**src/rtl/ppc_pkg.sv**
```systemverilog
package ppc_pkg;

   localparam int FLT_W = 3;

   typedef enum logic [FLT_W-1:0] {
      FLT_NONE = 3'd0,
      FLT_GP   = 3'd1,
      FLT_SUP  = 3'd2,
      FLT_WR   = 3'd3,
      FLT_NX   = 3'd4
   } fault_e;

   typedef enum logic [1:0] {
      ACC_READ  = 2'b00,
      ACC_WRITE = 2'b01,
      ACC_FETCH = 2'b10,
      ACC_RSVD  = 2'b11
   } acc_kind_e;

   typedef struct packed {
      logic sup;
      logic wr;
      logic nx;
   } mem_viol_t;

endpackage

```
**src/rtl/ppc_level_decode.sv**
```systemverilog
module ppc_level_decode #(
   parameter int SEL_W    = 16,
   parameter int LVL_W    = 2,
   parameter int KERN_LVL = 0
) (
   input  logic [SEL_W-1:0] seg_sel_i,
   output logic [LVL_W-1:0] level_o,
   output logic             is_kern_o
);

   generate
      if (LVL_W == SEL_W) begin : g_full
         assign level_o = seg_sel_i;
      end else begin : g_slice
         assign level_o = seg_sel_i[LVL_W-1:0];
      end
   endgenerate

   localparam logic [LVL_W-1:0] KERN_CODE = LVL_W'(KERN_LVL);

   assign is_kern_o = (level_o == KERN_CODE);

endmodule

```
**src/rtl/ppc_mem_eval.sv**
```systemverilog
module ppc_mem_eval
   import ppc_pkg::*;
(
   input  logic      mem_vld_i,
   input  logic      is_kern_i,
   input  logic [1:0] acc_kind_i,
   input  logic      pg_sup_i,
   input  logic      pg_wr_i,
   input  logic      pg_nx_i,
   input  logic      wp_en_i,
   output mem_viol_t viol_o
);

   logic is_write;
   logic is_fetch;

   always_comb begin
      is_write = (acc_kind_i == ACC_WRITE);
      is_fetch = (acc_kind_i == ACC_FETCH);
      viol_o.sup = mem_vld_i & pg_sup_i & ~is_kern_i;
      viol_o.wr  = mem_vld_i & is_write & ~pg_wr_i & (~is_kern_i | wp_en_i);
      viol_o.nx  = mem_vld_i & is_fetch & pg_nx_i;
   end

endmodule

```
**src/rtl/ppc_fault_reg.sv**
```systemverilog
module ppc_fault_reg
   import ppc_pkg::*;
(
   input  logic      clk_i,
   input  logic      rst_ni,
   input  logic      gp_viol_i,
   input  mem_viol_t mem_viol_i,
   output logic      allow_o,
   output fault_e    fault_o
);

   fault_e nxt_fault;

   always_comb begin
      if (gp_viol_i)           nxt_fault = FLT_GP;
      else if (mem_viol_i.sup) nxt_fault = FLT_SUP;
      else if (mem_viol_i.wr)  nxt_fault = FLT_WR;
      else if (mem_viol_i.nx)  nxt_fault = FLT_NX;
      else                     nxt_fault = FLT_NONE;
   end

   always_ff @(posedge clk_i or negedge rst_ni) begin
      if (!rst_ni) begin
         fault_o <= FLT_NONE;
         allow_o <= 1'b1;
      end else begin
         fault_o <= nxt_fault;
         allow_o <= ~(gp_viol_i | mem_viol_i.sup | mem_viol_i.wr | mem_viol_i.nx);
      end
   end

endmodule

```
**src/rtl/priv_perm_check.sv**
```systemverilog
module priv_perm_check
   import ppc_pkg::*;
#(
   parameter int SEL_W    = 16,
   parameter int LVL_W    = 2,
   parameter int KERN_LVL = 0
) (
   input  logic             clk_i,
   input  logic             rst_ni,
   input  logic [SEL_W-1:0] seg_sel_i,
   input  logic             instr_priv_i,
   input  logic             mem_vld_i,
   input  logic [1:0]       acc_kind_i,
   input  logic             pg_sup_i,
   input  logic             pg_wr_i,
   input  logic             pg_nx_i,
   input  logic             wp_en_i,
   output logic             allow_o,
   output logic [FLT_W-1:0] fault_o
);

   generate
      if (LVL_W < 1 || LVL_W > SEL_W) begin : g_bad_lvl_w
         $error("priv_perm_check: LVL_W must lie in 1..SEL_W");
      end
      if (KERN_LVL < 0 || KERN_LVL >= (1 << LVL_W)) begin : g_bad_kern
         $error("priv_perm_check: KERN_LVL does not fit in LVL_W bits");
      end
   endgenerate

   logic [LVL_W-1:0] level;
   logic             is_kern;
   mem_viol_t        mem_viol;
   fault_e           fault_q;

   ppc_level_decode #(
      .SEL_W    (SEL_W),
      .LVL_W    (LVL_W),
      .KERN_LVL (KERN_LVL)
   ) u_lvl (
      .seg_sel_i (seg_sel_i),
      .level_o   (level),
      .is_kern_o (is_kern)
   );

   ppc_mem_eval u_mem (
      .mem_vld_i  (mem_vld_i),
      .is_kern_i  (is_kern),
      .acc_kind_i (acc_kind_i),
      .pg_sup_i   (pg_sup_i),
      .pg_wr_i    (pg_wr_i),
      .pg_nx_i    (pg_nx_i),
      .wp_en_i    (wp_en_i),
      .viol_o     (mem_viol)
   );

   ppc_fault_reg u_reg (
      .clk_i      (clk_i),
      .rst_ni     (rst_ni),
      .gp_viol_i  (instr_priv_i & ~is_kern),
      .mem_viol_i (mem_viol),
      .allow_o    (allow_o),
      .fault_o    (fault_q)
   );

   assign fault_o = fault_q;

   logic unused_lvl;
   assign unused_lvl = ^level;

endmodule

```
**config.mk**
```make
export PLATFORM = sky130hd
export DESIGN_NAME = priv_perm_check
export DESIGN_NICKNAME = d
export VERILOG_FILES = /design/src/rtl/ppc_pkg.sv /design/src/rtl/ppc_level_decode.sv /design/src/rtl/ppc_mem_eval.sv /design/src/rtl/ppc_fault_reg.sv /design/src/rtl/priv_perm_check.sv
export SDC_FILE = /design/constraint.sdc
export NUM_CORES = 1
export LEC_CHECK = 0
export ABC_AREA = 1
export BUFFER_PORTS_ARGS = -buffer_cell sky130_fd_sc_hd__buf_2
export CORE_AREA = 2 2 39 41
export DETAILED_ROUTE_END_ITERATION = 12
export DIE_AREA = 0 0 41 43
export SLEW_MARGIN = 20
export SYNTH_ARGS = -nofsm -noshare
export SYNTH_HDL_FRONTEND = slang
export SYNTH_SLANG_ARGS = --single-unit
```
**constraint.sdc**
```tcl
create_clock -name clk_i -period 0.8 [get_ports clk_i]
set_clock_uncertainty 0.2 [all_clocks]
set_input_delay 0.12 -clock clk_i [delete_from_list [all_inputs] [get_ports clk_i]]
set_output_delay 0.12 -clock clk_i [all_outputs]
set_load 0.02 [all_outputs]
```
# Yosys cells after proc, flatten, opt, wreduce, memory -nomap -nowiden
# Index checks and enable logic that the tools add are counted.
# W data, S select, Z words.
classes:
  reduce_logical: 1
  eq_ne: 2
  bitwise_logic: 15
  n_mux: 4
op_table:
  columns: ["operator", "count"]
  rows:
  - ["$mux W3", 4]
  - ["$and A1 B1 Y1", 8]
  - ["$or A1 B1 Y1", 4]
  - ["$not A1 Y1", 3]
  - ["$eq A2 B1 Y1 const B", 1]
  - ["$eq A2 B2 Y1 const B", 1]
  - ["$logic_not A2 Y1", 1]
word_totals:
  out_inout_bits: 4
  reg_bits: 4
  word_cells: 24
  inputBits: 26

# Depth between registers and ports, before layout
logic_depth:
  ltp_word: 7
  mapped_depth: 6
  ltp_nobuf: 6

# Hierarchy
# Synthesis repeated with hierarchy kept, for this count alone.
unflattened:
  hier_cells: 29
  hier_area_um2: 215.2
modules_own_cells:
  columns: ["module", "cells_each", "seq_area_each_um2", "area_per_inst_um2", "instances"]
  rows:
  - ["ppc_fault_reg", 13, 101.3, 138.9, 1]
  - ["ppc_mem_eval", 11, 0.0, 47.5, 1]
  - ["ppc_level_decode", 3, 0.0, 18.8, 1]
  - ["priv_perm_check", 2, 0.0, 10.0, 1]

# Least setup slack after synthesis
# No wires, ideal clock.
synth_timing:
  path_kind: "reg2out"
  start: "reg u_reg.allow_o"
  end: "out allow_o"
  n_path_buf: 0
  path_stages_with_launch: 1
  slack_ns: -0.074
  arrival_ns: 0.554
  t_required_ns: 0.480
  cell_sequence: "dfstp_2"
synth_lines:
  columns: ["element", "line_no", "rtl"]
  rows:
  - ["start: declaration", "ppc_fault_reg.sv:8", "output logic allow_o,"]
  - ["start signal: assignment", "ppc_fault_reg.sv:28", "allow_o <= ~(gp_viol_i | mem_viol_i.sup | mem_viol_i.wr | mem_viol_i.nx);"]
  - ["end: declaration", "priv_perm_check.sv:18", "output logic allow_o,"]
# No word-level cell between the ends.

# Final worst setup path
layout_timing:
  start: "reg u_reg.allow_o"
  end: "out allow_o"
# No word-level cell between the ends.

==> out/results.ini <==
[synth]
avgSynthCellArea_um2 = 8.48
synth_top_family_by_area = simple AND/OR/NAND/NOR gates
ys_seq_area_share_pct = 44.3
synth-compound-area-share_pct = 10.4
yosys.area_share.xor_xnor_pct = 0
synth_cell_types = 13
synthesis.area_um2 = 229
ys_warn_count = 0
yosysTopAreaCell = dfrtp_1
synthTopCellsByCount = nand2_1 (5), inv_1 (4), dfrtp_1 (3), nand2_2 (3), nor2_2 (3)
synthTopCellsByArea = dfrtp_1 (33%), dfstp_2 (11%), nand2_1 (8.2%)
synthFlopType = dfrtp_1
synthArstFlopShare_pct = 100
syn_inst = 27
synthSimpleGateAreaFrac_pct = 37.2
synth_fa_ha_area_share_pct = 0
yosysTopAreaCellShare_pct = 32.8
synth_edf_count = 0
ys_seq_elements = 4
synth_nets = 53
muxShareOfSynthArea_pct = 0
synth_most_common_cell = nand2_1

[detailed_routing]
wirelength_um = 426
viasPerCell = 3.44
drc = 0
drtIter0Drc = 0
num_vias = 217
dr.pass1.iters = 1
ant_nets = 0
wl_per_cell_um = 6.76

[timing]
period_needed_ns = 1.17
finalWorstSetupSlack_ns = -0.369
holdWs_ns = -0.0510
finalSetupViolCount = 4
rsz0062_at_grt = true
finalHoldViolCount = 2
fin_crit_sh_pct = 146
maxSlewViolCount = 0
worst_pin_slew_ns = 0.206
max_freq_mhz = 856
relSlewSlack_pct = 86.2

[critical_path]
crit_buf_inv = 1
crit_start = u_reg.allow_o
cp.arrival_ns = 0.85
worstPathMaxFanout = 1
cp_slowest_stage_delay_ns = 0.51
required_ns = 0.48
crit_cells = 1
cp_slowest_cell = dfstp_2
cp-endpoint = allow_o
worstPathCellList = buf_6
end_kind = output pin
worst_setup_path_start_kind = register
crit_family = flip-flops
crit_type = register to output pin

[floorplan]
initial_utilization_pct = 16.5
die_y_um = 43
core-area_um2 = 1380
dieWidth_um = 41
die_area_um2 = 1760
core.rowCount = 14
ios = 30

[worst_hold_path]
holdPathStages = 4
hold_path.class = input pin to register

[placed_design]
gp_routability_congestion = 0.630
io_buffers = 15
post-place-cells = 58
place_hpwl_um = 356
place_worst_setup_slack_ns = -0.160

[cells_and_area]
nNetsFinal = 74
syn_to_final_growth_pct = 68.3
num_antenna_cells = 0
finalNonFillerCells = 63
drive_gt1_share_pct = 61.7
fillers = 150

[clock_network]
cts_buffers = 3
tritoncts = done
clock-sinks = 4
clkTransAtPathRegs_ns = 0.04
clockRootBuffer = clkbuf_4
postCtsSetupBuffers = 0
htree_levels = 1
holdBufCountCts = 1
clk_path_buf_depth = 2

[global_routing]
grt_max_degree = 5
grt_first_pass_wirelength_um = 710
gr-total-overflow = 0
grt_pass1_vias = 198
grt_usage_pct = 6.33
antenna_found_initial = 0

[pwr]
power_density_nw_per_um2 = 1620
total_leakage_power_nw = 0.202
peakVddDrop_mv = 0.371

[outcome]
violations = hold timing, setup timing
status = finished, violations left

[run]
cap_violations = 0

## metal layers
metal / wire length (um) / GRT usage (%) / part of all wire [%]
met5: 0 / 0 / 0
met4: 0 / 8.00 / 0
met3: 51 / 1.57 / 12
met2: 188 / 8.13 / 44
met1: 186 / 7.07 / 44
## placed cells by master, fill, tap and decap left out
cell type,n
nor2_2,3
dfstp_2,1
inv_2,1
inv_1,4
nor2_1,2
nand2_2,3
clkbuf_4,3
dfrtp_1,3
buf_6,4
dlygate4sd3_1,1
nand2_1,5
a21oi_2,1
nor2_4,1
clkbuf_1,1
nor3_2,1
o21bai_1,1
buf_2,11
a21o_1,1
## flip-flops by register name, indices dropped and copies added, names as in the netlist
register       cells
u_reg.fault_o      3
u_reg.allow_o      1
## layout make-up
type	instances	area (um2)	area share, %
clock buffer	4	26.3	6.82
sequential	4	101	26.3
tap	16	20.0	5.19
multi-input combinational	18	109	28.2
inverter	5	18.8	4.87
timing repair buffer	16	110	28.6
## logic make-up (layout without fill, tap and decap cells)
group	after synthesis	in the layout
simple gates	15	15
flops	4	4
buf+inv	5	25
compound gates	3	3
## repair_timing
action,4_1_cts,5_1_grt
endpoints found under the setup margin,4,4
gates resized for setup,8,0
endpoints found under the hold margin,6,2
## metrics by stage
step	hold WS [ns]	utilization, %	TNS, ns	area, um2	total power, W
floorplan	-0.376	-	-0.0744	229	0.000288
global placement	-0.276	23.4	-0.659	324	0.000336
finish	-0.0510	27.8	-1.10	385	0.000625
detailed placement	-0.272	23.4	-0.682	324	0.000338
global route	-0.0253	27.8	-1.21	385	0.000673
CTS	-0.0560	27.8	-1.15	385	0.000646
## power breakdown
| group | internal [W] | leakage (nW) | switching [W] | total (W) |
|---|---|---|---|---|
| Combinational | 0.0000655 | 0.137 | 0.0000649 | 0.000130 |
| Clock | 0.000187 | 0.0150 | 0.0000830 | 0.000270 |
| Sequential | 0.000219 | 0.0499 | 0.00000531 | 0.000225 |
## worst min-delay path by stage
stage	start	to	slack, ns
CTS	acc_kind_i[0]	u_reg.fault_o[2]	-0.06
global route	acc_kind_i[0]	u_reg.fault_o[2]	-0.03
finish	acc_kind_i[0]	u_reg.fault_o[2]	-0.05
detailed placement	rst_ni	u_reg.fault_o[0]	-0.27
global placement	rst_ni	u_reg.fault_o[1]	-0.28
floorplan	rst_ni	u_reg.fault_o[0]	-0.38
No activity file was read; power rests on OpenSTA's default activity.
